File: src/rtl/tcap_pkg.sv
package tcap_pkg;
  localparam int TMR_W  = 16;
  localparam int BYTE_W = 8;
  localparam int ADDR_W = 2;

  typedef enum logic [3:0] {
    MODE_FALL   = 4'b0100,
    MODE_RISE   = 4'b0101,
    MODE_RISE4  = 4'b0110,
    MODE_RISE16 = 4'b0111
  } cap_mode_e;

  localparam logic [ADDR_W-1:0] A_CAP_LO = 2'd0;
  localparam logic [ADDR_W-1:0] A_CAP_HI = 2'd1;
  localparam logic [ADDR_W-1:0] A_CTRL   = 2'd2;
  localparam logic [ADDR_W-1:0] A_FLAG   = 2'd3;

  typedef struct packed {
    logic       tsel;
    logic [3:0] mode;
  } cap_ctrl_t;
endpackage

File: src/rtl/tcap_sync_edge.sv
module tcap_sync_edge #(
  parameter int STAGES = 2
) (
  input  logic clk,
  input  logic rst_n,
  input  logic din,
  output logic rise,
  output logic fall
);
  logic [STAGES-1:0] chain_q;
  logic              last_q;

  generate
    if (STAGES == 1) begin : g_one
      always_ff @(posedge clk or negedge rst_n)
        if (!rst_n) chain_q <= '0;
        else        chain_q <= din;
    end else begin : g_many
      always_ff @(posedge clk or negedge rst_n)
        if (!rst_n) chain_q <= '0;
        else        chain_q <= {chain_q[STAGES-2:0], din};
    end
  endgenerate

  always_ff @(posedge clk or negedge rst_n)
    if (!rst_n) last_q <= 1'b0;
    else        last_q <= chain_q[STAGES-1];

  assign rise = chain_q[STAGES-1] & ~last_q;
  assign fall = ~chain_q[STAGES-1] & last_q;
endmodule

File: src/rtl/tcap_event_sel.sv
module tcap_event_sel
  import tcap_pkg::*;
#(
  parameter int PRE_W = 4
) (
  input  logic       clk,
  input  logic       rst_n,
  input  logic       rise,
  input  logic       fall,
  input  logic [3:0] mode,
  input  logic       mode_wr,
  output logic       cap_ev
);
  localparam logic [PRE_W-1:0] LIM4  = PRE_W'(3);
  localparam logic [PRE_W-1:0] LIM16 = PRE_W'(15);

  logic [PRE_W-1:0] cnt_q;
  logic             prescaled;
  logic [PRE_W-1:0] lim;
  logic             hit;

  always_comb begin
    prescaled = (mode == MODE_RISE4) || (mode == MODE_RISE16);
    lim       = (mode == MODE_RISE4) ? LIM4 : LIM16;
    hit       = rise && prescaled && (cnt_q == lim);
    unique case (mode)
      MODE_FALL:   cap_ev = fall;
      MODE_RISE:   cap_ev = rise;
      MODE_RISE4,
      MODE_RISE16: cap_ev = hit;
      default:     cap_ev = 1'b0;
    endcase
  end

  always_ff @(posedge clk or negedge rst_n)
    if (!rst_n)                  cnt_q <= '0;
    else if (mode_wr)            cnt_q <= '0;
    else if (rise && prescaled)  cnt_q <= hit ? '0 : cnt_q + 1'b1;
endmodule

File: src/rtl/tcap_regs.sv
module tcap_regs
  import tcap_pkg::*;
(
  input  logic              clk,
  input  logic              rst_n,
  input  logic              we,
  input  logic [ADDR_W-1:0] addr,
  input  logic [BYTE_W-1:0] wdata,
  input  logic              cap_ev,
  input  logic [TMR_W-1:0]  tval,
  output logic [BYTE_W-1:0] rdata,
  output logic [TMR_W-1:0]  cap_q,
  output cap_ctrl_t         ctrl_q,
  output logic              flag_q
);
  always_ff @(posedge clk or negedge rst_n) begin
    if (!rst_n) begin
      cap_q  <= '0;
      ctrl_q <= '0;
      flag_q <= 1'b0;
    end else begin
      if (we) begin
        unique case (addr)
          A_CAP_LO: cap_q[BYTE_W-1:0]       <= wdata;
          A_CAP_HI: cap_q[TMR_W-1:BYTE_W]   <= wdata;
          A_CTRL:   ctrl_q                  <= cap_ctrl_t'(wdata[4:0]);
          A_FLAG:   flag_q                  <= wdata[0];
          default:  ;
        endcase
      end
      if (cap_ev) begin
        cap_q  <= tval;
        flag_q <= 1'b1;
      end
    end
  end

  always_comb begin
    unique case (addr)
      A_CAP_LO: rdata = cap_q[BYTE_W-1:0];
      A_CAP_HI: rdata = cap_q[TMR_W-1:BYTE_W];
      A_CTRL:   rdata = {3'b000, ctrl_q};
      default:  rdata = {7'b0, flag_q};
    endcase
  end
endmodule

File: src/rtl/tcap_top.sv
module tcap_top
  import tcap_pkg::*;
#(
  parameter int SYNC_STAGES = 2,
  parameter int PRE_W       = 4
) (
  input  logic              clk,
  input  logic              rst_n,
  input  logic              pin_i,
  input  logic              pin_oe_i,
  input  logic              pin_dout_i,
  input  logic [TMR_W-1:0]  tmr_a_i,
  input  logic [TMR_W-1:0]  tmr_b_i,
  input  logic              reg_we_i,
  input  logic [ADDR_W-1:0] reg_addr_i,
  input  logic [BYTE_W-1:0] reg_wdata_i,
  output logic [BYTE_W-1:0] reg_rdata_o,
  output logic              irq_o
);
  logic             pin_obs;
  logic             rise, fall;
  logic             cap_ev;
  logic             mode_wr;
  logic [TMR_W-1:0] tval;
  logic [TMR_W-1:0] cap_q;
  cap_ctrl_t        ctrl_q;
  logic             flag_q;

  assign pin_obs = pin_oe_i ? pin_dout_i : pin_i;
  assign mode_wr = reg_we_i && (reg_addr_i == A_CTRL);
  assign tval    = ctrl_q.tsel ? tmr_b_i : tmr_a_i;
  assign irq_o   = flag_q;

  tcap_sync_edge #(.STAGES(SYNC_STAGES)) u_sync (
    .clk  (clk),
    .rst_n(rst_n),
    .din  (pin_obs),
    .rise (rise),
    .fall (fall)
  );

  tcap_event_sel #(.PRE_W(PRE_W)) u_evt (
    .clk    (clk),
    .rst_n  (rst_n),
    .rise   (rise),
    .fall   (fall),
    .mode   (ctrl_q.mode),
    .mode_wr(mode_wr),
    .cap_ev (cap_ev)
  );

  tcap_regs u_regs (
    .clk   (clk),
    .rst_n (rst_n),
    .we    (reg_we_i),
    .addr  (reg_addr_i),
    .wdata (reg_wdata_i),
    .cap_ev(cap_ev),
    .tval  (tval),
    .rdata (reg_rdata_o),
    .cap_q (cap_q),
    .ctrl_q(ctrl_q),
    .flag_q(flag_q)
  );
endmodule

File: config.mk
export PLATFORM = sky130hd
export DESIGN_NAME = tcap_top
export DESIGN_NICKNAME = d
export VERILOG_FILES = /design/src/rtl/tcap_pkg.sv /design/src/rtl/tcap_sync_edge.sv /design/src/rtl/tcap_event_sel.sv /design/src/rtl/tcap_regs.sv /design/src/rtl/tcap_top.sv
export SDC_FILE = /design/constraint.sdc
export NUM_CORES = 1
export LEC_CHECK = 0
export ABC_AREA = 1
export BUFFER_PORTS_ARGS = -buffer_cell sky130_fd_sc_hd__buf_2
export CORE_AREA = 10 10 73 75
export DETAILED_ROUTE_END_ITERATION = 8
export DIE_AREA = 0 0 83 85
export GPL_TIMING_DRIVEN = 0
export PLACE_DENSITY = 0.74
export SYNTH_ARGS = -nofsm -noshare
export SYNTH_HDL_FRONTEND = slang
export SYNTH_SLANG_ARGS = --single-unit
File: constraint.sdc
create_clock -name clk -period 4.8 [get_ports clk]
set_clock_uncertainty 0.2 [all_clocks]
set_input_delay 0.96 -clock clk [delete_from_list [all_inputs] [get_ports clk]]
set_output_delay 0.96 -clock clk [all_outputs]
set_load 0.02 [all_outputs]
==> metrics.txt, run 1 <==
post-CTS sizing=0; wire length per cell=around 15 um; Critical Path AT=between 1500 and 2000 ps; final instance area=roughly 2300 um^2; CTS hold repair buffers=0; Final Max Slew Viols=0; critical path class=input pin to output port; TritonCTS Buffers=5; status=complete, no violations; Synth Register Bits=29; worst hold path type=flop to flop; routability cong.=about 0.84; Layout area overhead=23.32%; Setup violations, final=0; GRT Total Usage=0.1438; Setup TNS Final=0 ps; worst skew pair latency=between 200 and 300 ps; ant diodes=0; Slew @ Worst Pin=roughly 660 ps; Syn Area/Cell=8.037 um^2; post-route minimum period=3060 ps; cell area after synthesis=roughly 1800 um^2; Critical Path Sink Type=output port; vias in the first global route=roughly 1.9k; core box area=3914 um^2; part of the cycle the worst path needs=0.6374; CP Launch Type=input pin; Largest stage delay, worst path=around 340 ps; Reg2Reg Setup Slack=2940 ps; Setup Fix Bufs, Post-CTS=0; die area=about 7100 um^2; largest net degree at the start of global routing=30; layout cells sized above 1=0.3562; Peak Freq=about 330 MHz; reg-to-reg critical path startpoint=u_regs.ctrl_q[4]; Max-slew headroom=0.5619; CP max FO=9; Placed Instance Area=approximately 2200 um^2; initial core utilization=0.4703; peak supply drop=0.1973 mV; initial drt markers=a little over 70; maximum root-to-sink buffer count=2; H-tree levels=2; Syn Inst Count=roughly 230; yosys warns=0; First-pass DRT Iterations=4; required time of the critical path=~3600 ps; Min-Delay Startpoint=u_sync.chain_q[0]; # rows=23; GRT overflow=0; die width=~83 um; vias post-DR=1786; clk slew on worst S/H paths=about 60 ps; DIE HEIGHT=85 um; Max-Cap Viols=0; Residual DRC=0; via/cell ratio=5.222; most used cell, CP=buf_2; CP Launch Point=reg_addr_i[0]; DP HPWL=just under 4000 um; I/O Pins=between 50 and 60; first-pass GRT wire length=around 8700 um; Port Buffers=between 50 and 60; Final Hold Viols=0; CTS tree=yes; Net Count, Synth=about 280; Synth cell types=28; nets@finish=roughly 340; pwr dens=between 300 and 400 nW/um^2; LEAKAGE=0.001194 uW; worst path cell trace=buf_2 -> inv_1 -> nor2_2 -> nand2_1 -> o2111ai_1 -> buf_2; drt total wl=just under 5000 um; Critical-path top delay cell=nor2_2; clk sinks=29; RSZ-0062 raised after global routing=no; initial antenna violation count=0; Antenna Nets Post-Route=0; CTS Root Cell=clkbuf_8; Seq/Total Area, Yosys=0.3943
where the power goes:
part | internal (uW) | total (uW) | switching [uW]
Sequential | 303 | 339 | 36.7
Combinational | 102 | 237 | 134
Clock | 113 | 199 | 85.7
Total | 518 | 775 | 257
flip-flops by register name, summed over array words and instances, names as in the netlist:
| register | cells |
|---|---|
| u_regs.cap_q | 16 |
| u_regs.ctrl_q | 5 |
| u_evt.cnt_q | 4 |
| u_sync.chain_q | 2 |
| u_regs.flag_q | 1 |
| u_sync.last_q | 1 |
kinds of logic (layout without fill, tap and decap cells):
group	Yosys count	after routing	synth area share
and+or+nand+nor	132	132	0.3494
DFF	29	29	0.3943
buffers and inverters	29	92	0.07070
AOI/OAI and AO/OA	20	20	0.07002
muxes	17	17	0.1040
adders and majority gates	1	1	0.006797
xor gates and xnor gates	1	1	0.004760
cell usage after synthesis:
master	n	area share
nand3_1	38	0.10
buf_2	2	0.0054
dfrtp_1	29	0.39
nor2_2	8	0.027
ha_1	1	0.0068
buf_6	2	0.012
inv_2	3	0.0061
nand4_1	4	0.014
a22o_1	3	0.014
buf_4	1	0.0041
xor2_1	1	0.0048
o211ai_1	4	0.016
o21ai_0	9	0.024
a21oi_1	2	0.0054
nor2_1	8	0.016
o21ai_2	1	0.0048
inv_1	19	0.039
clkinv_1	1	0.0020
nand3_4	1	0.0095
nand2_1	65	0.13
nor2_8	1	0.011
nor3_4	1	0.0088
o2111ai_1	1	0.0048
clkbuf_1	1	0.0020
nand2_2	3	0.010
and3b_1	1	0.0048
mux2_2	17	0.10
nand2_4	2	0.012
worst max-delay path: cells and delay by family:
kind | cells | cell delay [ps]
AND/OR/NAND/NOR | 2 | 450
buffers and inverters | 3 | 360
AO/OA/AOI/OAI | 1 | 130
layout by cell type (no fill, tap or decap):
cell / count
nand2_1: 65
buf_2: 58
nand3_1: 38
dfrtp_1: 29
inv_1: 19
mux2_2: 17
o21ai_0: 9
nor2_2: 8
nor2_1: 8
clkbuf_8: 6
o211ai_1: 4
nand4_1: 4
a22o_1: 3
inv_2: 3
nand2_2: 3
clkbuf_1: 2
nand2_4: 2
buf_6: 2
a21oi_1: 2
buf_4: 1
o2111ai_1: 1
nor2_8: 1
nor3_4: 1
nand3_4: 1
clkinv_1: 1
o21ai_2: 1
and3b_1: 1
xor2_1: 1
ha_1: 1
final cells by class:
class / count / area (um^2)
sequential: 29 / 725.7
clock buffer: 7 / 86.33
buffer: 6 / 43.79
tap: 50 / 62.56
inverter: 23 / 86.33
fill: 387 / 1644
multi-input combinational: 171 / 984.7
timing repair buffer: 56 / 280.3
stage by stage:
step	hold slack, ps	cells	total power [uW]	util	setup WS [ps]
after global placement	133.1	335	574.4	0.5579	1759
final	159.0	342	775.0	0.5799	1740
after detailed placement	150.4	335	582.2	0.5579	1756
after floorplan	131.2	229	502.0	-	2082
after global routing	173.4	342	827.2	0.5799	1667
after CTS	163.1	342	781.5	0.5799	1734
path summary, 6_finish.rpt:
kind                                endpoint  cells after the start
max in group asynchronous   u_regs.cap_q[12]                      1
hold / removal             u_sync.chain_q[1]                      0
setup reg to reg             u_regs.cap_q[6]                      5
setup / recovery              reg_rdata_o[0]                      6
min in group asynchronous      u_sync.last_q                      1
hold reg to reg            u_sync.chain_q[1]                      0
per-layer routing:
layer | up-vias | track usage | routed length [um]
li1 | 895 | - | -
met1 | 817 | 0.1630 | 2066
met2 | 66 | 0.2521 | 2481
met3 | 8 | 0.03633 | 346
met4 | 0 | 0.05728 | 65
met5 | - | 0 | 0
Power figures use the tool's default switching activity.
==> run 2: changes to the inputs <==
--- a/config.mk
+++ b/config.mk
@@ -7,11 +7,11 @@
 export LEC_CHECK = 0
 export ABC_AREA = 1
 export BUFFER_PORTS_ARGS = -buffer_cell sky130_fd_sc_hd__buf_2
-export CORE_AREA = 10 10 73 75
+export CORE_AREA = 10 10 75 77
 export DETAILED_ROUTE_END_ITERATION = 8
-export DIE_AREA = 0 0 83 85
+export DIE_AREA = 0 0 85 87
 export GPL_TIMING_DRIVEN = 0
-export PLACE_DENSITY = 0.74
+export PLACE_DENSITY = 0.73
 export SYNTH_ARGS = -nofsm -noshare
 export SYNTH_HDL_FRONTEND = slang
 export SYNTH_SLANG_ARGS = --single-unit
==> constraint.sdc (replaced) <==
create_clock -name clk -period 2.8 [get_ports clk]
set_clock_uncertainty 0.2 [all_clocks]
set_input_delay 0.56 -clock clk [delete_from_list [all_inputs] [get_ports clk]]
set_output_delay 0.56 -clock clk [all_outputs]
set_load 0.02 [all_outputs]
==> run 2 against run 1 <==
Routed wire length down 0.36%; non-clock buffer count unchanged; worst setup slack worse by 1400 ps; sequential power up 72%; global-route usage down 0.86 points; via count down 2.0%; clock power up 63%; core utilization down 4.5 points; critical path type is now flop to output port; critical endpoint is now reg_rdata_o[4].
==> metrics.txt, run 2 (synthesis results as in run 1) <==
status=complete, no violations; top flop regs=u_regs.cap_q: 16 flops, u_regs.ctrl_q: 5 flops, u_evt.cnt_q: 4 flops; TritonCTS Buffers=5 (unchanged); First-pass DRT Iterations=4 (unchanged); core box area=4234 um^2 (+8.2%); initial drt markers=91 (+26%); required time of the critical path=2040 ps (-1600 ps); Sw Ratio=0.3366 (+0.005434); maximum root-to-sink buffer count=2 (unchanged); drt total wl=4941 um (-0.36%); clock power share=0.247 (-0.010); Peak Freq=413.0 MHz; Setup TNS Final=0 ps (unchanged); DP HPWL=3898 um (-0.27%); reg2reg path depth=5 (unchanged); wire length per cell=14.32 um (-1.2%); GRT Total Usage=0.1352 (-0.008600); CTS hold repair buffers=0 (unchanged); worst hold path type=input pin to async pin; sequential share of power=0.444 (+0.006); Antenna Nets Post-Route=0 (unchanged); Max-Cap Viols=0 (unchanged); pwr dens=578.9 nW/um^2 (+70%); commonest non-fill, non-tap cell in the layout=nand2_1; Placed Cells=337 (+0.60%); routability cong.=0.8205 (-2.4%); DIE HEIGHT=87 um (+2.4%); Port Buffers=56 (unchanged); Reg2Reg Setup Slack=950 ps (-1990 ps); worst skew pair latency=280 ps (about the same); CTS tree=yes; Slew @ Worst Pin=638.2 ps (-19.02 ps); Setup Fix Bufs, Post-CTS=0 (unchanged); Residual DRC=0 (unchanged); max reg flops=16 (unchanged); first-pass GRT wire length=8231 um (-5.2%); part of the cycle the worst path needs=0.8648; peak supply drop=0.2929 mV (+48%); layout cells sized above 1=0.3515 (-0.004629); most frequent cells in the layout=nand2_1 (65), buf_2 (58), nand3_1 (38); I/O Pins=57 (unchanged); final critical-path setup slack=378.5 ps (-1362 ps); initial antenna violation count=0 (unchanged); Setup violations, final=0 (unchanged); LEAKAGE=0.001189 uW (-0.40%); Biggest register=u_regs.cap_q; critical path class=flop to output port; RSZ-0062 raised after global routing=no; Layout area overhead=23.11%; Critical Path Sink Type=output port; hold slack=103.9 ps (-55.16 ps); pre-CTS setup slack=557.5 ps (-1198 ps); # rows=24 (+4.3%); CP Launch Type=flop; Final Max Slew Viols=0 (unchanged); die width=85 um (+2.4%); Max-slew headroom=0.5746 (+0.01268); CTS Root Cell=clkbuf_8; largest net degree at the start of global routing=30 (unchanged); vias in the first global route=1744 (-7.5%); die area=7395 um^2 (+4.8%); clk sinks=29 (unchanged); initial core utilization=0.4347 (-0.03558); Final Hold Viols=0 (unchanged); NetSw=441.5 uW (+72%); filler cell count=401 (+3.6%); Critical Path AT=1660 ps (-240 ps); ant diodes=0 (unchanged); via/cell ratio=5.072 (-2.9%); Comb pwr share=0.309 (+0.004); clk slew on worst S/H paths=60 ps (about the same); CP max FO=10 (+1); post-route minimum period=approximately 2400 ps; Int Pwr=870.1 uW (+68%); post-CTS sizing=0 (unchanged); GRT overflow=0 (unchanged); final std cells w/o fill=345 (+0.88%); vias post-DR=1750 (-2.0%); nets@finish=341 (unchanged); H-tree levels=2 (unchanged)
## run 2: worst paths after layout
kind | startpoint | to
setup / recovery | u_regs.ctrl_q[4] | reg_rdata_o[4]
hold / removal | rst_n | u_evt.cnt_q[0]
setup reg to reg | u_regs.ctrl_q[4] | u_regs.cap_q[9]
hold reg to reg | u_sync.chain_q[0] | u_sync.chain_q[1]
max in group asynchronous | rst_n | u_regs.cap_q[3]
min in group clk | u_sync.chain_q[0] | u_sync.chain_q[1]
## run 2: cell type report
class                           instances  area [um^2]  share of cell area
Clock buffer                            8        80.08             0.03534
Inverter                               23        86.33             0.03810
Multi-Input combinational cell        171        984.7              0.4346
Sequential cell                        29        725.7              0.3203
Tap cell                               52        65.06             0.02871
Buffer                                  6        43.79             0.01933
Timing Repair Buffer                   56        280.3              0.1237
## run 2: power by group through the flow
stage / registers [uW] / logic [uW] / clock network, uW
after floorplan: 577 / 283 / 0
after detailed placement: 589 / 409 / 0
after CTS: 581 / 411 / 328
after global placement: 585 / 399 / 0
after global routing: 597 / 458 / 348
final: 583 / 405 / 324
## run 2: critical path: stages (launching register included)
cell and delay, ps:
dfrtp_1 320, buf_4 190, clkbuf_1 470, nand2_1 130, nand3_1 100, buf_2 170
## run 2: through the flow
| step | power, uW | utilization | area, um^2 |
|---|---|---|---|
| after floorplan | 860.5 | - | 1841 |
| after global placement | 984.3 | 0.5163 | 2186 |
| after detailed placement | 997.9 | 0.5163 | 2186 |
| after CTS | 1320 | 0.5352 | 2266 |
| after global routing | 1403 | 0.5352 | 2266 |
| final | 1312 | 0.5352 | 2266 |
## run 2: per-layer routing
| metal | vias to the layer above | global-route usage | wire length (um) |
|---|---|---|---|
| li1 | 890 | - | - |
| met1 | 800 | 0.1648 | 2214 |
| met2 | 52 | 0.2268 | 2418 |
| met3 | 8 | 0.02996 | 227 |
| met4 | 0 | 0.04940 | 79 |
| met5 | - | 0 | 0 |
